--- config.mk ---
export PLATFORM = sky130hd
export DESIGN_NAME = cm_core
export DESIGN_NICKNAME = d
export VERILOG_FILES = /design/src/rtl/cm_pkg.sv /design/src/rtl/cm_progmem.sv /design/src/rtl/cm_regfile.sv /design/src/rtl/cm_seq.sv /design/src/rtl/cm_core.sv
export SDC_FILE = /design/constraint.sdc
export NUM_CORES = 2
export LEC_CHECK = 0
export CORE_MARGIN = 5
export CORE_UTILIZATION = 35
export CTS_BUF_LIST = sky130_fd_sc_hd__clkbuf_4 sky130_fd_sc_hd__clkbuf_8
export DETAILED_ROUTE_END_ITERATION = 16
export DONT_BUFFER_PORTS = 1
export PLACE_DENSITY = 0.55
export SETUP_SLACK_MARGIN = 0.2
export SYNTH_ARGS = -nofsm -noshare
export SYNTH_HDL_FRONTEND = slang
export SYNTH_SLANG_ARGS = --single-unit
--- constraint.sdc ---
create_clock -name clk -period 7.2 [get_ports clk]
set_input_delay 0.36 -clock clk [delete_from_list [all_inputs] [get_ports clk]]
set_output_delay 0.36 -clock clk [all_outputs]
set_load 0.02 [all_outputs]
--- src/rtl/cm_pkg.sv ---
package cm_pkg;
  localparam int OP_W   = 3;
  localparam int RIDX_W = 2;
  localparam int NREG   = 1 << RIDX_W;

  localparam logic [OP_W-1:0] OP_HALT = 3'd0;
  localparam logic [OP_W-1:0] OP_CLR  = 3'd1;
  localparam logic [OP_W-1:0] OP_INC  = 3'd2;
  localparam logic [OP_W-1:0] OP_DJZ  = 3'd3;
  localparam logic [OP_W-1:0] OP_JMP  = 3'd4;

  typedef enum logic [1:0] {
    ST_IDLE = 2'd0,
    ST_RUN  = 2'd1,
    ST_STOP = 2'd2
  } cm_state_e;
endpackage

--- src/rtl/cm_progmem.sv ---
module cm_progmem #(
  parameter int AW = 8,
  parameter int IW = 13
) (
  input  logic          clk,
  input  logic          rst_n,
  input  logic          wr_en,
  input  logic [AW-1:0] wr_addr,
  input  logic [IW-1:0] wr_word,
  input  logic [AW-1:0] rd_addr,
  output logic [IW-1:0] rd_word
);
  localparam int DEPTH = 1 << AW;

  logic [IW-1:0] mem [DEPTH];

  always_ff @(posedge clk) begin
    if (!rst_n) begin
      for (int i = 0; i < DEPTH; i++) mem[i] <= '0;
    end else if (wr_en) begin
      mem[wr_addr] <= wr_word;
    end
  end

  assign rd_word = mem[rd_addr];
endmodule

--- src/rtl/cm_regfile.sv ---
module cm_regfile
  import cm_pkg::*;
#(
  parameter int RW = 16
) (
  input  logic              clk,
  input  logic              rst_n,
  input  logic [RIDX_W-1:0] sel,
  input  logic              do_clr,
  input  logic              do_inc,
  input  logic              do_dec,
  output logic              sel_zero,
  output logic              ovf,
  output logic [NREG*RW-1:0] regs_flat
);
  logic [RW-1:0] r [NREG];

  for (genvar g = 0; g < NREG; g++) begin : g_reg
    always_ff @(posedge clk) begin
      if (!rst_n) begin
        r[g] <= '0;
      end else if (sel == RIDX_W'(g)) begin
        if (do_clr)      r[g] <= '0;
        else if (do_inc) r[g] <= r[g] + 1'b1;
        else if (do_dec) r[g] <= r[g] - 1'b1;
      end
    end
    assign regs_flat[g*RW +: RW] = r[g];
  end

  assign sel_zero = (r[sel] == '0);

  always_ff @(posedge clk) begin
    if (!rst_n)                        ovf <= 1'b0;
    else if (do_inc && (&r[sel]))      ovf <= 1'b1;
  end
endmodule

--- src/rtl/cm_seq.sv ---
module cm_seq
  import cm_pkg::*;
#(
  parameter int AW = 8,
  parameter int IW = 13
) (
  input  logic              clk,
  input  logic              rst_n,
  input  logic              start,
  input  logic [IW-1:0]     instr,
  input  logic              sel_zero,
  output logic [AW-1:0]     pc,
  output logic [RIDX_W-1:0] sel,
  output logic              do_clr,
  output logic              do_inc,
  output logic              do_dec,
  output logic              idle,
  output logic              running,
  output logic              halted
);
  cm_state_e        state, state_nx;
  logic [AW-1:0]    pc_nx;
  logic [OP_W-1:0]  opc;
  logic [AW-1:0]    tgt;

  assign opc = instr[IW-1 -: OP_W];
  assign sel = instr[AW +: RIDX_W];
  assign tgt = instr[AW-1:0];

  always_comb begin
    state_nx = state;
    pc_nx    = pc;
    do_clr   = 1'b0;
    do_inc   = 1'b0;
    do_dec   = 1'b0;
    unique case (state)
      ST_IDLE: begin
        if (start) begin
          state_nx = ST_RUN;
          pc_nx    = '0;
        end
      end
      ST_RUN: begin
        case (opc)
          OP_CLR: begin
            do_clr = 1'b1;
            pc_nx  = pc + 1'b1;
          end
          OP_INC: begin
            do_inc = 1'b1;
            pc_nx  = pc + 1'b1;
          end
          OP_DJZ: begin
            if (sel_zero) begin
              pc_nx = tgt;
            end else begin
              do_dec = 1'b1;
              pc_nx  = pc + 1'b1;
            end
          end
          OP_JMP:  pc_nx = tgt;
          default: state_nx = ST_STOP;
        endcase
      end
      default: ;
    endcase
  end

  always_ff @(posedge clk) begin
    if (!rst_n) begin
      state <= ST_IDLE;
      pc    <= '0;
    end else begin
      state <= state_nx;
      pc    <= pc_nx;
    end
  end

  assign idle    = (state == ST_IDLE);
  assign running = (state == ST_RUN);
  assign halted  = (state == ST_STOP);
endmodule

--- src/rtl/cm_core.sv ---
module cm_core
  import cm_pkg::*;
#(
  parameter int AW = 8,
  parameter int RW = 16,
  localparam int IW = OP_W + RIDX_W + AW
) (
  input  logic               clk,
  input  logic               rst_n,
  input  logic               ld_valid,
  output logic               ld_ready,
  input  logic [AW-1:0]      ld_addr,
  input  logic [IW-1:0]      ld_word,
  input  logic               start,
  output logic               running,
  output logic               halted,
  output logic               ovf,
  output logic [AW-1:0]      dbg_pc,
  output logic [NREG*RW-1:0] dbg_regs
);
  logic [IW-1:0]     instr;
  logic [AW-1:0]     pc;
  logic [RIDX_W-1:0] sel;
  logic              do_clr, do_inc, do_dec, sel_zero, idle;

  cm_progmem #(.AW(AW), .IW(IW)) u_mem (
    .clk     (clk),
    .rst_n   (rst_n),
    .wr_en   (ld_valid && idle),
    .wr_addr (ld_addr),
    .wr_word (ld_word),
    .rd_addr (pc),
    .rd_word (instr)
  );

  cm_seq #(.AW(AW), .IW(IW)) u_seq (
    .clk      (clk),
    .rst_n    (rst_n),
    .start    (start),
    .instr    (instr),
    .sel_zero (sel_zero),
    .pc       (pc),
    .sel      (sel),
    .do_clr   (do_clr),
    .do_inc   (do_inc),
    .do_dec   (do_dec),
    .idle     (idle),
    .running  (running),
    .halted   (halted)
  );

  cm_regfile #(.RW(RW)) u_rf (
    .clk       (clk),
    .rst_n     (rst_n),
    .sel       (sel),
    .do_clr    (do_clr),
    .do_inc    (do_inc),
    .do_dec    (do_dec),
    .sel_zero  (sel_zero),
    .ovf       (ovf),
    .regs_flat (dbg_regs)
  );

  assign ld_ready = idle;
  assign dbg_pc   = pc;
endmodule

==> results.md <==
* Initial antenna violation count at 31
* CTS Buf Count at around 590
* Row count at 247
* Worst hold slack at 0.142 ns
* Die Y at between 600 and 700 um
* Setup total negative slack at 0 ns
* Leak pwr at between 0.06 and 0.07 uW
* Tot GR Track Use at 20.2%
* Cells along the critical path: buf_12 > buf_4 > nor2b_2 > a22oi_1 > nand2_1 > o22ai_1 > or3_1 > o311ai_0 > a311oi_4 > buf_4 > mux2i_1 > nor4_2 > a31oi_1 > buf_4 > a21oi_1 > o21ai_1 > buf_4
* Vias in the first global route at 91600
* Clock root cell: clkbuf_8
* GR Overflow Total at 0
* Worst path arrival time at 7.61 ns
* Slowest Stage Delay on Critical Path at around 1.1 ns
* H-tree depth at 6
* EDFF count, synth at 3392
* Fmax at 0.150 GHz
* Post-synthesis cell type count at 61
* Status: complete, but fails checks
* Place WS at about 0.53 ns
* First-pass GRT wire length at between 600000 and 700000 um
* Top FF cell, synth: edfxtp_1
* Core region area at 452000 um^2
* I/O pins at 101
* Worst Tran Pin Value at between 1.5 and 2 ns
* DR vias at 90200
* Final hold vios at 0
* Starting Density at 35.1%
* Die Width at between 600 and 700 um
* Area share of fa/ha/maj cells after synthesis at less than 1%
* Slowest cell on the critical path: dfxtp_4
* Critical path endpoint category: register
* GP Congestion at 0.839
* Largest family of logic cells by synthesized area: multiplexers
* Detail Route Antenna Nets at 0
* P&R area growth vs syn at 11.8%
* Period Utilization, post-route at 92.8%
* Slew Limit Fails at 272
* XOR/XNOR share of the synthesized area at 0.138%
* Syn Nets at 10300
* Via density at 5.42
* Max cap viols at 0
* Crit Path Class: reg -> reg
* Most common cell after layout, fill and taps aside: edfxtp_1
* Mux share of post-synthesis cell area at 15.5%
* Clk buf depth at 4
* Initial DRC Count at 10900
* Asr flop ratio synth at 0%
* Fin nets at 10200
* Die area at approximately 470000 um^2
* Clk_skew at 0.0601 ns
* CP bufs+invs at 5
* Max transition margin at -16.8%
* Most frequent cells in the layout: edfxtp_1 (3392), and2_1 (3336), mux4_2 (1043)
* TritonCTS clock tree: built
* Final Setup Violations at 0
* RSZ-0062 raised after global routing: false
* Worst setup margin at around 0.52 ns
* Warnings from Yosys at 0
* Minimum clock period at 6.68 ns
* Power Density at 246 nW/um^2
* DRT Pass-1 Iters at 8
* Avg Cell Area, Syn at 15.5 um^2
* Mapped Cells at a little over 10000
* Port bufs at 0
* Max VDD drop at 0.150 mV
* CP Launch Type: register
* Largest net degree at the start of global routing at 257
* Crit-path max FO at 31
* Failing checks: slew limit
* Clock latency on the worst-skew pair at 1.22 ns
* Hold Crit Class: in -> reg
* Sequential share of the synthesized area at 64.4%
* # DRC at 0
* Final wirelength at approximately 480000 um
* Compound-Gate Fraction of Synth Area at 1.93%
* Crit-path most repeated cell: buf_4
* Layout cells sized above 1 at 22.8%
* Worst-path clk slew at 0.06 ns
* Post-Syn Area at 159000 um^2
* Yosys reg bits at 3411
* CP delay by family, top: simple AND/OR/NAND/NOR gates
* Routed len/inst at 29.1 um
* Clk sinks at between 3000 and 4000
* Synth Area in Simple Gates at 15.2%
* Data required time of the worst path at 8.13 ns
* Hpwl dp at between 200000 and 300000 um
Yosys cell counts, types with 4 or more instances:
| master | number | area [um^2] |
|---|---|---|
| edfxtp_1 | 3392 | 102000 |
| or3_1 | 44 | 275 |
| clkbuf_1 | 882 | 3310 |
| a32oi_1 | 7 | 61.3 |
| nand3b_1 | 7 | 52.6 |
| a21oi_1 | 36 | 180 |
| a311oi_1 | 17 | 149 |
| and3_1 | 50 | 313 |
| buf_6 | 7 | 78.8 |
| nand4b_1 | 5 | 43.8 |
| a221oi_1 | 12 | 105 |
| a2111oi_0 | 5 | 43.8 |
| a22oi_1 | 19 | 143 |
| nand2_1 | 90 | 338 |
| buf_2 | 76 | 380 |
| nand4_1 | 9 | 56.3 |
| o21ai_0 | 280 | 1400 |
| mux2i_1 | 85 | 851 |
| nor4_1 | 12 | 75.1 |
| mux4_2 | 1043 | 23500 |
| nor2_1 | 355 | 1330 |
| o21a_1 | 4 | 30.0 |
| inv_1 | 33 | 124 |
| nor2b_1 | 30 | 188 |
| o22ai_1 | 34 | 213 |
| o2111ai_1 | 6 | 52.6 |
| and2_1 | 3336 | 20900 |
| nand3_1 | 53 | 265 |
| ha_1 | 9 | 113 |
| nor3_1 | 28 | 140 |
| o211ai_1 | 12 | 90.1 |
| xnor2_1 | 15 | 131 |
| dfxtp_1 | 19 | 380 |
| buf_1 | 70 | 263 |
| o221ai_1 | 6 | 52.6 |
| a211oi_1 | 10 | 75.1 |
| mux2_2 | 20 | 225 |
| nand2b_1 | 12 | 75.1 |
| a31oi_1 | 46 | 288 |
| xor2_1 | 10 | 87.6 |
| buf_4 | 23 | 173 |
stage by stage:
stage | instances | total power [uW] | util, % | instance area [um^2]
final | 16600 | 43600 | 39.2 | 177000
after global routing | 16600 | 45100 | 39.2 | 177000
after CTS | 16600 | 44000 | 39.2 | 177000
after detailed placement | 15500 | 26300 | 36.6 | 165000
after global placement | 15500 | 26300 | 36.6 | 165000
after floorplan | 10200 | 25200 | - | 159000
power by group:
part	switching [uW]	total, uW	internal (uW)
logic	2160	3490	1330
clock network	8270	17300	9020
registers	365	22800	22500
total	10800	43600	32800
path summary, 6_finish.rpt:
path / from / end / slack [ns] / cells past startpoint
setup / recovery: register / u_rf.r[3][10] / 0.52 / 17
hold / removal: ld_addr[7] / u_mem.mem[166][9] / 0.14 / 4
setup reg to reg: register / u_rf.r[3][10] / 0.52 / 17
hold reg to reg: u_seq.state[0] / u_seq.state[0] / 0.60 / 2
metal layers:
metal	GRT usage [%]	routed length (um)	share of wire (%)
met3	3.65	37900	7.8
met2	33.1	233000	48
met1	27.8	199000	41
met5	0	41	0.0085
met4	5.23	13400	2.8
final cells by class:
| class | instances | area [um^2] |
|---|---|---|
| fillers | 41200 | 275000 |
| flip-flops and latches | 3411 | 102000 |
| multi-input cells | 5736 | 52300 |
| clock buffers | 781 | 9630 |
| well taps | 5976 | 7480 |
| repair buffers | 438 | 4060 |
| clock inverters | 237 | 1510 |
| inverters | 35 | 139 |
| diodes | 23 | 57.6 |
cell families (layout without fill, tap and decap cells):
logic type | after synthesis | after routing
xor+xnor | 25 | 25
simple gates | 4042 | 4042
mux | 1148 | 1148
fa+ha+maj | 9 | 9
other cells | 0 | 23
buf+inv | 1093 | 1491
compound gates | 512 | 512
flops | 3411 | 3411
what timing repair did:
item                                     CTS  global route
endpoints found under the setup margin     0             1
endpoints found under the hold margin   6002             0
buffers inserted                           0             0
hold buffers                              57             0
gates resized for setup                    0             1
worst reg2reg max path, cell delays in order, from the launching register on:
cell,delay [ns]
dfxtp_4,1.05
buf_12,0.43
buf_4,0.43
nor2b_2,0.93
a22oi_1,0.21
nand2_1,0.24
o22ai_1,0.11
or3_1,0.46
o311ai_0,0.23
a311oi_4,0.16
buf_4,0.27
mux2i_1,0.23
nor4_2,0.56
a31oi_1,0.17
buf_4,0.21
a21oi_1,0.36
o21ai_1,0.10
buf_4,0.24
flip-flops by register name, indices dropped and copies added (netlist names), named ones only:
name         flops
u_rf.r          64
u_rf.ovf         1
u_seq.state      2
u_mem.mem     3328
u_seq.pc         8
(Power assumes the default switching activity.)
